**config.mk**
```make
export PLATFORM = sky130hd
export DESIGN_NAME = src_align_guard
export DESIGN_NICKNAME = d
export VERILOG_FILES = /design/src/rtl/sag_pkg.sv /design/src/rtl/sag_align_track.sv /design/src/rtl/sag_rd_count.sv /design/src/rtl/sag_seq_fsm.sv /design/src/rtl/src_align_guard.sv
export SDC_FILE = /design/constraint.sdc
export NUM_CORES = 1
export LEC_CHECK = 0
export ABC_AREA = 1
export CORE_MARGIN = 2
export CORE_UTILIZATION = 33
export CTS_BUF_LIST = sky130_fd_sc_hd__clkbuf_4 sky130_fd_sc_hd__clkbuf_8 sky130_fd_sc_hd__clkbuf_16
export CTS_CLUSTER_DIAMETER = 100
export DETAILED_ROUTE_END_ITERATION = 10
export GPL_TIMING_DRIVEN = 1
export PLACE_DENSITY = 0.9
export SLEW_MARGIN = 20
export SYNTH_ARGS = -nofsm -noshare
export SYNTH_HDL_FRONTEND = slang
export SYNTH_SLANG_ARGS = --single-unit
```
**constraint.sdc**
```tcl
create_clock -name clk -period 2 [get_ports clk]
set_input_delay 0.4 -clock clk [delete_from_list [all_inputs] [get_ports clk]]
set_output_delay 0.4 -clock clk [all_outputs]
set_load 0.02 [all_outputs]
```
**src/rtl/sag_pkg.sv**
```systemverilog
package sag_pkg;

    typedef enum logic [1:0] {
        PH_RUN    = 2'd0,
        PH_HALT   = 2'd1,
        PH_DRAIN  = 2'd2,
        PH_RESUME = 2'd3
    } sag_phase_e;

    function automatic int unsigned lane_bits(input int unsigned data_w);
        return $clog2(data_w / 8);
    endfunction

endpackage

```
**src/rtl/sag_align_track.sv**
```systemverilog
module sag_align_track #(
    parameter int unsigned ALIGN_W = 2
) (
    input  logic               clk,
    input  logic               rst_n,
    input  logic               wr_en,
    input  logic [ALIGN_W-1:0] wr_lane,
    output logic               disc,
    output logic [ALIGN_W-1:0] align_q
);

    logic [ALIGN_W-1:0] lane_diff;

    // per-lane-bit comparison against the tracked alignment
    for (genvar b = 0; b < ALIGN_W; b++) begin : g_cmp
        assign lane_diff[b] = wr_lane[b] ^ align_q[b];
    end

    assign disc = wr_en && (|lane_diff);

    always_ff @(posedge clk) begin
        if (!rst_n) begin
            align_q <= '0;
        end else if (wr_en) begin
            align_q <= wr_lane;
        end
    end

    // tracked alignment follows the most recent write
    p_track_write_r8: assert property (@(posedge clk) disable iff (!rst_n)
        wr_en |=> align_q == $past(wr_lane));

    p_track_hold_r8: assert property (@(posedge clk) disable iff (!rst_n)
        !wr_en |=> $stable(align_q));

endmodule

```
**src/rtl/sag_rd_count.sv**
```systemverilog
module sag_rd_count #(
    parameter int unsigned MAX_OUT = 16,
    parameter int unsigned CNT_W   = $clog2(MAX_OUT + 1)
) (
    input  logic             clk,
    input  logic             rst_n,
    input  logic             rd_issue,
    input  logic             rd_done,
    output logic [CNT_W-1:0] count,
    output logic             empty
);

    logic [CNT_W-1:0] count_nx;

    always_comb begin
        count_nx = count;
        unique case ({rd_issue, rd_done})
            2'b10:   count_nx = count + CNT_W'(1);
            2'b01:   count_nx = count - CNT_W'(1);
            default: count_nx = count;
        endcase
    end

    always_ff @(posedge clk) begin
        if (!rst_n) begin
            count <= '0;
        end else begin
            count <= count_nx;
        end
    end

    assign empty = (count == '0);

    // single-step counting, no wrap in either direction
    p_inc_r2: assert property (@(posedge clk) disable iff (!rst_n)
        (rd_issue && !rd_done) |=> count == $past(count) + CNT_W'(1));

    p_dec_r2: assert property (@(posedge clk) disable iff (!rst_n)
        (rd_done && !rd_issue) |=> count == $past(count) - CNT_W'(1));

    p_no_underflow_r2: assert property (@(posedge clk) disable iff (!rst_n)
        empty |-> !(rd_done && !rd_issue));

    p_no_overflow_r2: assert property (@(posedge clk) disable iff (!rst_n)
        (count == CNT_W'(MAX_OUT)) |-> !(rd_issue && !rd_done));

endmodule

```
**src/rtl/sag_seq_fsm.sv**
```systemverilog
module sag_seq_fsm
    import sag_pkg::*;
(
    input  logic       clk,
    input  logic       rst_n,
    input  logic       disc,
    input  logic       rd_empty,
    output sag_phase_e state,
    output logic       stall
);

    sag_phase_e state_nx;

    // next-state selection
    always_comb begin
        state_nx = state;
        unique case (state)
            PH_RUN:    state_nx = disc ? PH_HALT : PH_RUN;
            PH_HALT:   state_nx = PH_DRAIN;
            PH_DRAIN:  state_nx = rd_empty ? PH_RESUME : PH_DRAIN;
            PH_RESUME: state_nx = disc ? PH_HALT : PH_RUN;
            default:   state_nx = PH_RUN;
        endcase
    end

    // state register
    always_ff @(posedge clk) begin
        if (!rst_n) begin
            state <= PH_RUN;
        end else begin
            state <= state_nx;
        end
    end

    // outputs
    always_comb begin
        stall = 1'b0;
        unique case (state)
            PH_RUN:    stall = 1'b0;
            PH_HALT:   stall = 1'b1;
            PH_DRAIN:  stall = 1'b1;
            PH_RESUME: stall = 1'b0;
            default:   stall = 1'b0;
        endcase
    end

    p_enter_halt_r3: assert property (@(posedge clk) disable iff (!rst_n)
        ((state == PH_RUN || state == PH_RESUME) && disc) |=> state == PH_HALT);

    p_halt_to_drain_r5: assert property (@(posedge clk) disable iff (!rst_n)
        state == PH_HALT |=> (state == PH_DRAIN && stall));

    p_drain_hold_r6: assert property (@(posedge clk) disable iff (!rst_n)
        (state == PH_DRAIN && !rd_empty) |=> (state == PH_DRAIN && stall));

    p_drain_exit_r6: assert property (@(posedge clk) disable iff (!rst_n)
        (state == PH_DRAIN && rd_empty) |=> state == PH_RESUME);

    p_resume_once_r7: assert property (@(posedge clk) disable iff (!rst_n)
        (state == PH_RESUME && !disc) |=> state == PH_RUN);

    // writes while stalled never send the sequence back to HALT
    p_no_rehalt_r9: assert property (@(posedge clk) disable iff (!rst_n)
        state == PH_DRAIN |=> state != PH_HALT);

endmodule

```
**src/rtl/src_align_guard.sv**
```systemverilog
module src_align_guard
    import sag_pkg::*;
#(
    parameter int unsigned DATA_W  = 32,
    parameter int unsigned ADDR_W  = 32,
    parameter int unsigned MAX_OUT = 16,
    parameter int unsigned CNT_W   = $clog2(MAX_OUT + 1)
) (
    input  logic              clk,
    input  logic              rst_n,
    input  logic              sa_wr_en,
    input  logic [ADDR_W-1:0] sa_wr_addr,
    input  logic              rd_issue,
    input  logic              rd_done,
    output logic              stall,
    output logic [1:0]        phase,
    output logic [CNT_W-1:0]  rd_pending
);

    localparam int unsigned ALIGN_W = lane_bits(DATA_W);

    logic               disc;
    logic [ALIGN_W-1:0] align_q;
    logic               rd_empty;
    sag_phase_e         state;

    sag_align_track #(
        .ALIGN_W (ALIGN_W)
    ) u_align (
        .clk     (clk),
        .rst_n   (rst_n),
        .wr_en   (sa_wr_en),
        .wr_lane (sa_wr_addr[ALIGN_W-1:0]),
        .disc    (disc),
        .align_q (align_q)
    );

    sag_rd_count #(
        .MAX_OUT (MAX_OUT),
        .CNT_W   (CNT_W)
    ) u_count (
        .clk      (clk),
        .rst_n    (rst_n),
        .rd_issue (rd_issue),
        .rd_done  (rd_done),
        .count    (rd_pending),
        .empty    (rd_empty)
    );

    sag_seq_fsm u_fsm (
        .clk      (clk),
        .rst_n    (rst_n),
        .disc     (disc),
        .rd_empty (rd_empty),
        .state    (state),
        .stall    (stall)
    );

    assign phase = state;

    // unchanged alignment never produces a stall
    p_same_lane_no_stall_r4: assert property (@(posedge clk) disable iff (!rst_n)
        ((state == PH_RUN || state == PH_RESUME) && sa_wr_en
         && sa_wr_addr[ALIGN_W-1:0] == align_q) |=> !stall);

    p_addr_known_r8: assert property (@(posedge clk) disable iff (!rst_n)
        sa_wr_en |-> !$isunknown(sa_wr_addr));

endmodule

```
Word-level counts from Yosys, hierarchy flattened
Cells that the tools add are included.

Reductions and logical operators: 7. Equality and inequality tests: 5. Add/sub/neg operators: 2. Bitwise logic cells: 2. Multiplexer cells: 5.

Operators by type and width (count): one-hot mux 5 bit (2 select lines) (1); equality test 2 bit (second input constant) (3); one-hot mux 2 bit (3 select lines) (1); OR reduction 2 bit (3); adder 5 x 1 -> 5 bit (second input constant) (1); logical NOT 5 bit (1); subtractor 5 x 1 -> 5 bit (second input constant) (1); equality test 2 x 1 -> 1 bit (second input constant) (2); logical NOT 2 bit (1); 2-to-1 mux 1 bit (2); one-hot mux 1 bit (2 select lines) (1); nonzero test 2 bit (1); XOR 1 bit (2); logical AND 1 bit (1).

Output and inout port bits: 8. Logic and storage cells: 24. Register bits after elaboration: 9.

Depth between registers and ports, before layout
Gate-level depths: netlist (run 1).

Depth after elaboration: 5. Depth in mapped cells: 14. Mapped depth without buffers: 14.

Modules after synthesis
From an unflattened synthesis (run 1), not the netlist that was laid out.

Cells, all modules: 93. Area, all modules: 620.6 um^2.

By module, submodules not included: sag_rd_count (cells an instance 61, instances 1, seq. area each 100.1 um^2, area each 402.9 um^2); sag_align_track (cells an instance 18, instances 1, seq. area each 40.0 um^2, area each 110.1 um^2); sag_seq_fsm (cells an instance 14, instances 1, seq. area each 40.0 um^2, area each 107.6 um^2).

Least setup slack after synthesis (run 1)
Ideal clock, no wire load.

Path type: input-to-reg. Start point: input port rd_issue. End point: register u_count.count[4]. Data required time: 1891 ps. Arrival: 1493 ps. Stages: 13. Path slack: 399 ps. Cells stage by stage: inv_1 ha_1 nor2_1 nor2_4 ha_1 inv_1 nand2_1 nand3_1 nand2_1 nand2_1 nand3_1 nand2_1 inv_1.

Word-level cells in the longest chain between the ends: 2. Elaborated cells on any way between the ends: 4. Those cells by class: eq/ne: 2; mux: 1; reduce/logical: 1.

RTL lines: from (decl) (RTL line src_align_guard.sv:13) `input logic rd_issue,`; equality test 2 x 1 -> 1 bit / equality test 2 bit (equally long branches) (RTL line sag_rd_count.sv:17) `unique case ({rd_issue, rd_done})`; one-hot mux 5 bit (2 select lines) / nonzero test 2 bit (equally long branches); to (signal assigned) (RTL line sag_rd_count.sv:28) `count <= count_nx;`; to (decl) (RTL line sag_rd_count.sv:9) `output logic [CNT_W-1:0] count,`.

Several ways; a longest one is shown, not always the timed one. A chain may end at the register's enable or synchronous reset.

Final worst setup path (run 1)
Same ends and word-level chain as after synthesis.

==> qor.yml, run 1 <==
period_share: 0.941
hp-class: "flop to flop"
clockBufferDepth: 2
use_met3: 0.0235
antenna_cells: 0
synth_ff_type: "dfxtp_1"
p_leak_nw: 0.422
grt_util_met2: 0.267
synth_edf_count: 0
r2r_end: "u_count.count[4]$_SDFFE_PN0P_"
nets: 153
grt_pass1_wl_um: 2080
netlist_top_cells_area: "dfxtp_1 (30%), ha_1 (13%), inv_1 (9.5%)"
netlist.area_leader.share: 0.303
ys_warn_count: 0
core_area_sq_mm: 0.00171
design_power_total_uw: 627
drtIter0Drc: 8
sw_frac_of_total: 0.346
drive_gt1_frac: 0.193
status: "completed"
insertion_delay_ns: 0.26
fmax_ghz: 0.532
p_per_area_mw_per_mm2: 744
rr_worst_depth: 12
max-vdd-ir-drop_mv: 0.399
area_delta_synth_final_pct: 41.7
dieArea_sq_mm: 0.00216
path_class: "input port to flop"
grtUsageMet1: 0.137
min_to: "u_align.align_q[1]$_SDFFE_PN0P_"
fill_cells: 164
ys_types: 19
finalHoldViolCount: 0
syn_area_per_cell_sq_um: 6.91
totalWireLength_um: 1320
worstPathMaxFanout: 4
synth_nets: 129
hold_start: "u_align.align_q[1]$_SDFFE_PN0P_"
hpwlAfterDp_um: 1080
ctsHoldBuffers: 0
setup_viol: 0
startpoint_type: "input port"
gp_congestion: 0.711
crit_required_ns: 2.16
rrSetupSlack_ns: 0.55
fin_crit_ns: 1.88
io_buffers: 14
drtPass1Iterations: 4
cellInternalPower_uw: 410
h-tree-depth: 1
crit_arrival_ns: 2.04
grt-ovfl-total: 0
route.detailed.drc: 0
die_w_um: 46.4
cts_tree: "built"
syn_inst: 86
clkPwrFrac: 0.242
p_sw_uw: 217
ant_nets: 0
dp_cells: 130
num_rows: 15
grt.total_usage: 0.138
clock-sinks: 9
routedWlPerCell_um: 9.86
relSlewSlack: 0.850
synth-seq-area-share: 0.303
cts_made_buffers: 3
rsz0062_at_grt: "false"
grt_max_degree: 7
grt_pass1_vias: 527
fin_cells: 134
p_seq_frac: 0.365
antenna_found_initial: 0
initial_core_util: 0.348
postCtsSetupBuffers: 0
synth_largest_area_cell: "dfxtp_1"
holdPathStages: 2
cts_root_buf: "clkbuf_4"
via_per_inst: 4.41
path_clk_slew_ns: 0.06
synth_area_sq_um: 594
synthArstFlopShare: 0
ys_top_cells_by_count: "inv_1 (15), nand2_1 (15), nor2_1 (13)"
maxSlewViolCount: 0
io_pins: 45
top_usage_layer: "met2"
worstMarginPinSlew_ns: 0.225
combinationalPowerShare: 0.394
synth-seq-cells: 9
r2r_start: "u_count.count[1]$_SDFFE_PN0P_"
vias: 591
cp-end-kind: "flop"
die_h_um: 46.4
finClkSkew_ns: 0.000597
max_cap_violations: 0
[cell families (layout without fill, tap and decap cells)]
kind of cell / count (synthesis) / in the layout / share of synthesized area
and+or+nand+nor: 41 / 41 / 0.320
xor gates and xnor gates: 5 / 5 / 0.0737
DFF: 9 / 9 / 0.303
adders and majority gates: 6 / 6 / 0.126
AOI/OAI and AO/OA: 7 / 7 / 0.0631
buffers and inverters: 18 / 41 / 0.114
[placed cells by master (no fill, tap or decap)]
cell             synthesis  layout
o21ai_0                  3       3
nor2_1                  13      12
nand2_1                 15      15
nand2_2                  3       3
nand3b_1                 1       1
nand3_1                  5       4
xnor2_1                  3       3
dfxtp_1                  9       9
dlygate4sd2_1            0       1
a21oi_1                  2       2
inv_2                    3       3
nor2_4                   1       1
clkbuf_4                 0       4
o21bai_1                 1       1
nand3_2                  1       2
nor2_2                   1       2
ha_1                     6       5
ha_2                     0       1
o21ai_1                  1       1
xor2_1                   2       2
inv_1                   15      15
nand4_1                  1       1
clkdlybuf4s50_1          0      13
buf_4                    0       5
[per-layer routing]
layer | vias up | part of all wire
met3 | 2 | 0.030
li1 | 308 | -
met1 | 267 | 0.43
met5 | - | 0
met4 | 0 | 0.0091
met2 | 14 | 0.53
[sequential cells by signal (all words and copies together), names as in the netlist]
name and cells:
u_count.count 5, u_align.align_q 2, u_fsm.state 2
[worst max-delay path by stage]
stage / startpoint / to / slack, ns
floorplan: rd_issue / u_count.count[4]$_SDFFE_PN0P_ / 0.40
global placement: rd_issue / u_count.count[4]$_SDFFE_PN0P_ / -0.12
detailed placement: rd_issue / u_count.count[4]$_SDFFE_PN0P_ / -0.21
CTS: rd_issue / u_count.count[4]$_SDFFE_PN0P_ / 0.06
global route: rd_issue / u_count.count[4]$_SDFFE_PN0P_ / 0.02
finish: rd_issue / u_count.count[4]$_SDFFE_PN0P_ / 0.12
[metrics by stage]
stage	hold slack [ns]	worst slack [ns]	area [sq um]	utilization	TNS (ns)
6_report	0.567	0.119	842	0.493	0
5_1_grt	0.577	0.0194	842	0.493	0
4_1_cts	0.551	0.0595	832	0.487	0
3_5_place_dp	0.537	-0.215	803	0.470	-0.332
3_3_place_gp	0.501	-0.117	803	0.470	-0.200
2_1_floorplan	0.484	0.399	594	-	0
[layout make-up]
| class | count | area (sq um) | area share |
|---|---|---|---|
| multi-input cells | 59 | 357 | 0.423 |
| flip-flops and latches | 9 | 180 | 0.214 |
| repair buffers | 19 | 176 | 0.210 |
| inverters | 18 | 67.6 | 0.0802 |
| well taps | 25 | 31.3 | 0.0371 |
| clock buffers | 4 | 30.0 | 0.0357 |
[worst max-delay path, cell delays in order]
cell             delay (ns)
clkdlybuf4s50_1        0.45
inv_1                  0.05
ha_2                   0.21
ha_1                   0.35
inv_1                  0.08
o21bai_1               0.15
inv_1                  0.08
nand3b_1               0.09
nand3_1                0.08
nand2_1                0.07
inv_1                  0.04
[power by group through the flow]
stage               Clock [mW]  Combinational (mW)  Sequential, mW
finish                   0.152               0.247           0.229
global placement             0               0.237           0.231
floorplan                    0               0.121           0.252
global route             0.167               0.272           0.232
detailed placement           0               0.246           0.232
CTS                      0.156               0.244           0.229
[what timing repair did]
| action | 4_1_cts | 5_1_grt |
|---|---|---|
| resized for setup | 1 | 3 |
| endpoints found under the setup margin | 1 | 1 |
| cloned | 0 | 0 |
No activity file was read; power rests on OpenSTA's default activity.
==> run 2, diff against run 1 <==
--- a/config.mk
+++ b/config.mk
@@ -12,7 +12,8 @@
 export CTS_CLUSTER_DIAMETER = 100
 export DETAILED_ROUTE_END_ITERATION = 10
 export GPL_TIMING_DRIVEN = 1
-export PLACE_DENSITY = 0.9
+export MAX_ROUTING_LAYER = met4
+export PLACE_DENSITY = 0.77
 export SLEW_MARGIN = 20
 export SYNTH_ARGS = -nofsm -noshare
 export SYNTH_HDL_FRONTEND = slang
==> qor.yml, run 2 (synthesis results as in run 1) <==
status: "completed"
core_area_sq_mm: 0.00171
maxSlewViolCount: 0
antenna_found_initial: 0
grt_max_degree: 7
dieArea_sq_mm: 0.00216
cp-end-kind: "flop"
drtPass1Iterations: 2
regMostFlops: "u_count.count"
grt_pass1_wl_um: 2120
die_w_um: 46.4
cts_tree: "built"
ant_nets: 0
gp_congestion: 0.720
most-common-layout-cells: "nand2_1 (15), inv_1 (15), clkdlybuf4s50_1 (13), nor2_1 (12), dfxtp_1 (9)"
dp_cells: 129
die_h_um: 46.4
fmax_ghz: 0.548
finalHoldViolCount: 0
crit_family: "buffers and inverters"
finClkSkew_ns: 0.00411
worstPathCellList: "clkdlybuf4s50_1 -> ha_2 -> nand2_1 -> inv_2 -> nor2_4 -> ha_1 -> inv_1 -> nand2_1 -> nand3_1 -> nand2_1 -> nand2_1 -> nand3_1 -> nand2_1 -> inv_1"
max_cap_violations: 0
slowest_delay_ns: 0.50
grt-ovfl-total: 0
top_regs: "u_count.count (5), u_align.align_q (2), u_fsm.state (2)"
postCtsSetupBuffers: 0
antenna_cells: 0
rrSetupSlack_ns: 0.58
p_leak_nw: 0.417
routedWlPerCell_um: 9.32
grt_pass1_vias: 540
hpwlAfterDp_um: 999
cp_slowest_cell: "clkdlybuf4s50_1"
fill_cells: 175
io_buffers: 14
crit_required_ns: 2.17
p_per_area_mw_per_mm2: 744
cts_made_buffers: 3
area_delta_synth_final_pct: 39.6
relSlewSlack: 0.845
clockBufferDepth: 2
drtIter0Drc: 3
nets: 152
regArea_sq_um: 180
worstPathMaxFanout: 4
io_pins: 45
max-vdd-ir-drop_mv: 0.500
setup_viol: 0
critPathBufInv: 4
drive_gt1_frac: 0.176
vias: 573
worstMarginPinSlew_ns: 0.232
cts_root_buf: "clkbuf_4"
fin_crit_ns: 1.82
largest_reg_flops: 5
r2r_start: "u_count.count[1]$_SDFFE_PN0P_"
num_rows: 15
totalWireLength_um: 1240
fin_cells: 133
h-tree-depth: 1
startpoint_type: "input port"
clock-sinks: 9
multi_input_area_sq_um: 352
route.detailed.drc: 0
ctsHoldBuffers: 0
path_class: "input port to flop"
initial_core_util: 0.348
setup.worst_path.start: "rd_done"
path_clk_slew_ns: 0.06
grt.total_usage: 0.146
rsz0062_at_grt: "false"
hp-class: "flop to flop"
period_share: 0.912
insertion_delay_ns: 0.26
whs_ns: 0.574
crit_arrival_ns: 1.99
via_per_inst: 4.31
hold_start: "u_fsm.state[0]$_SDFF_PN0_"
cpMostUsedCell: "nand2_1"
## run 2: final timing paths
check	end	cells after the start
worst min-delay path	u_fsm.state[0]$_SDFF_PN0_	2
worst max register to register	u_count.count[4]$_SDFFE_PN0P_	12
worst min register to register	u_fsm.state[0]$_SDFF_PN0_	2
worst max-delay path	u_count.count[4]$_SDFFE_PN0P_	14
## run 2: timing repair
| item | CTS | global route |
|---|---|---|
| pin swaps | 0 | 1 |
| resized for setup | 1 | 2 |
| setup endpoints to repair | 1 | 1 |
## run 2: cell type report
type	instances	area share
multi-input combinational	59	0.424
sequential	9	0.217
inverter	18	0.0814
timing repair buffer	18	0.204
tap	25	0.0377
clock buffer	4	0.0362
## run 2: power by group
group | switching, mW | total, mW | internal (mW) | leakage, nW
clock | 0.0625 | 0.153 | 0.0904 | 0.0184
sequential | 0.0256 | 0.228 | 0.203 | 0.0746
combinational | 0.124 | 0.236 | 0.112 | 0.324
## run 2: through the flow
stage                     worst slack (ns)  TNS, ns  cell area, sq um  power (mW)   util
final                                0.175        0               830       0.617  0.486
after global routing                0.0376        0               830       0.660  0.486
after CTS                           0.0910        0               825       0.623  0.483
after detailed placement            -0.169   -0.282               796       0.471  0.466
after global placement              -0.132   -0.230               796       0.464  0.466
after floorplan                      0.399        0               594       0.373      -
## run 2: layer usage
metal	track usage	share of wire
met5	-	0
met1	0.143	0.41
met3	0.0118	0.032
met2	0.264	0.53
met4	0.103	0.019
## run 2: worst min-delay path, delay by kind of cell (launching register included)
| family | cells | cell delay (ns) |
|---|---|---|
| adder cells (fa/ha/maj) | 1 | 0.15 |
| AND/OR/NAND/NOR | 1 | 0.04 |
| flip-flops | 1 | 0.35 |
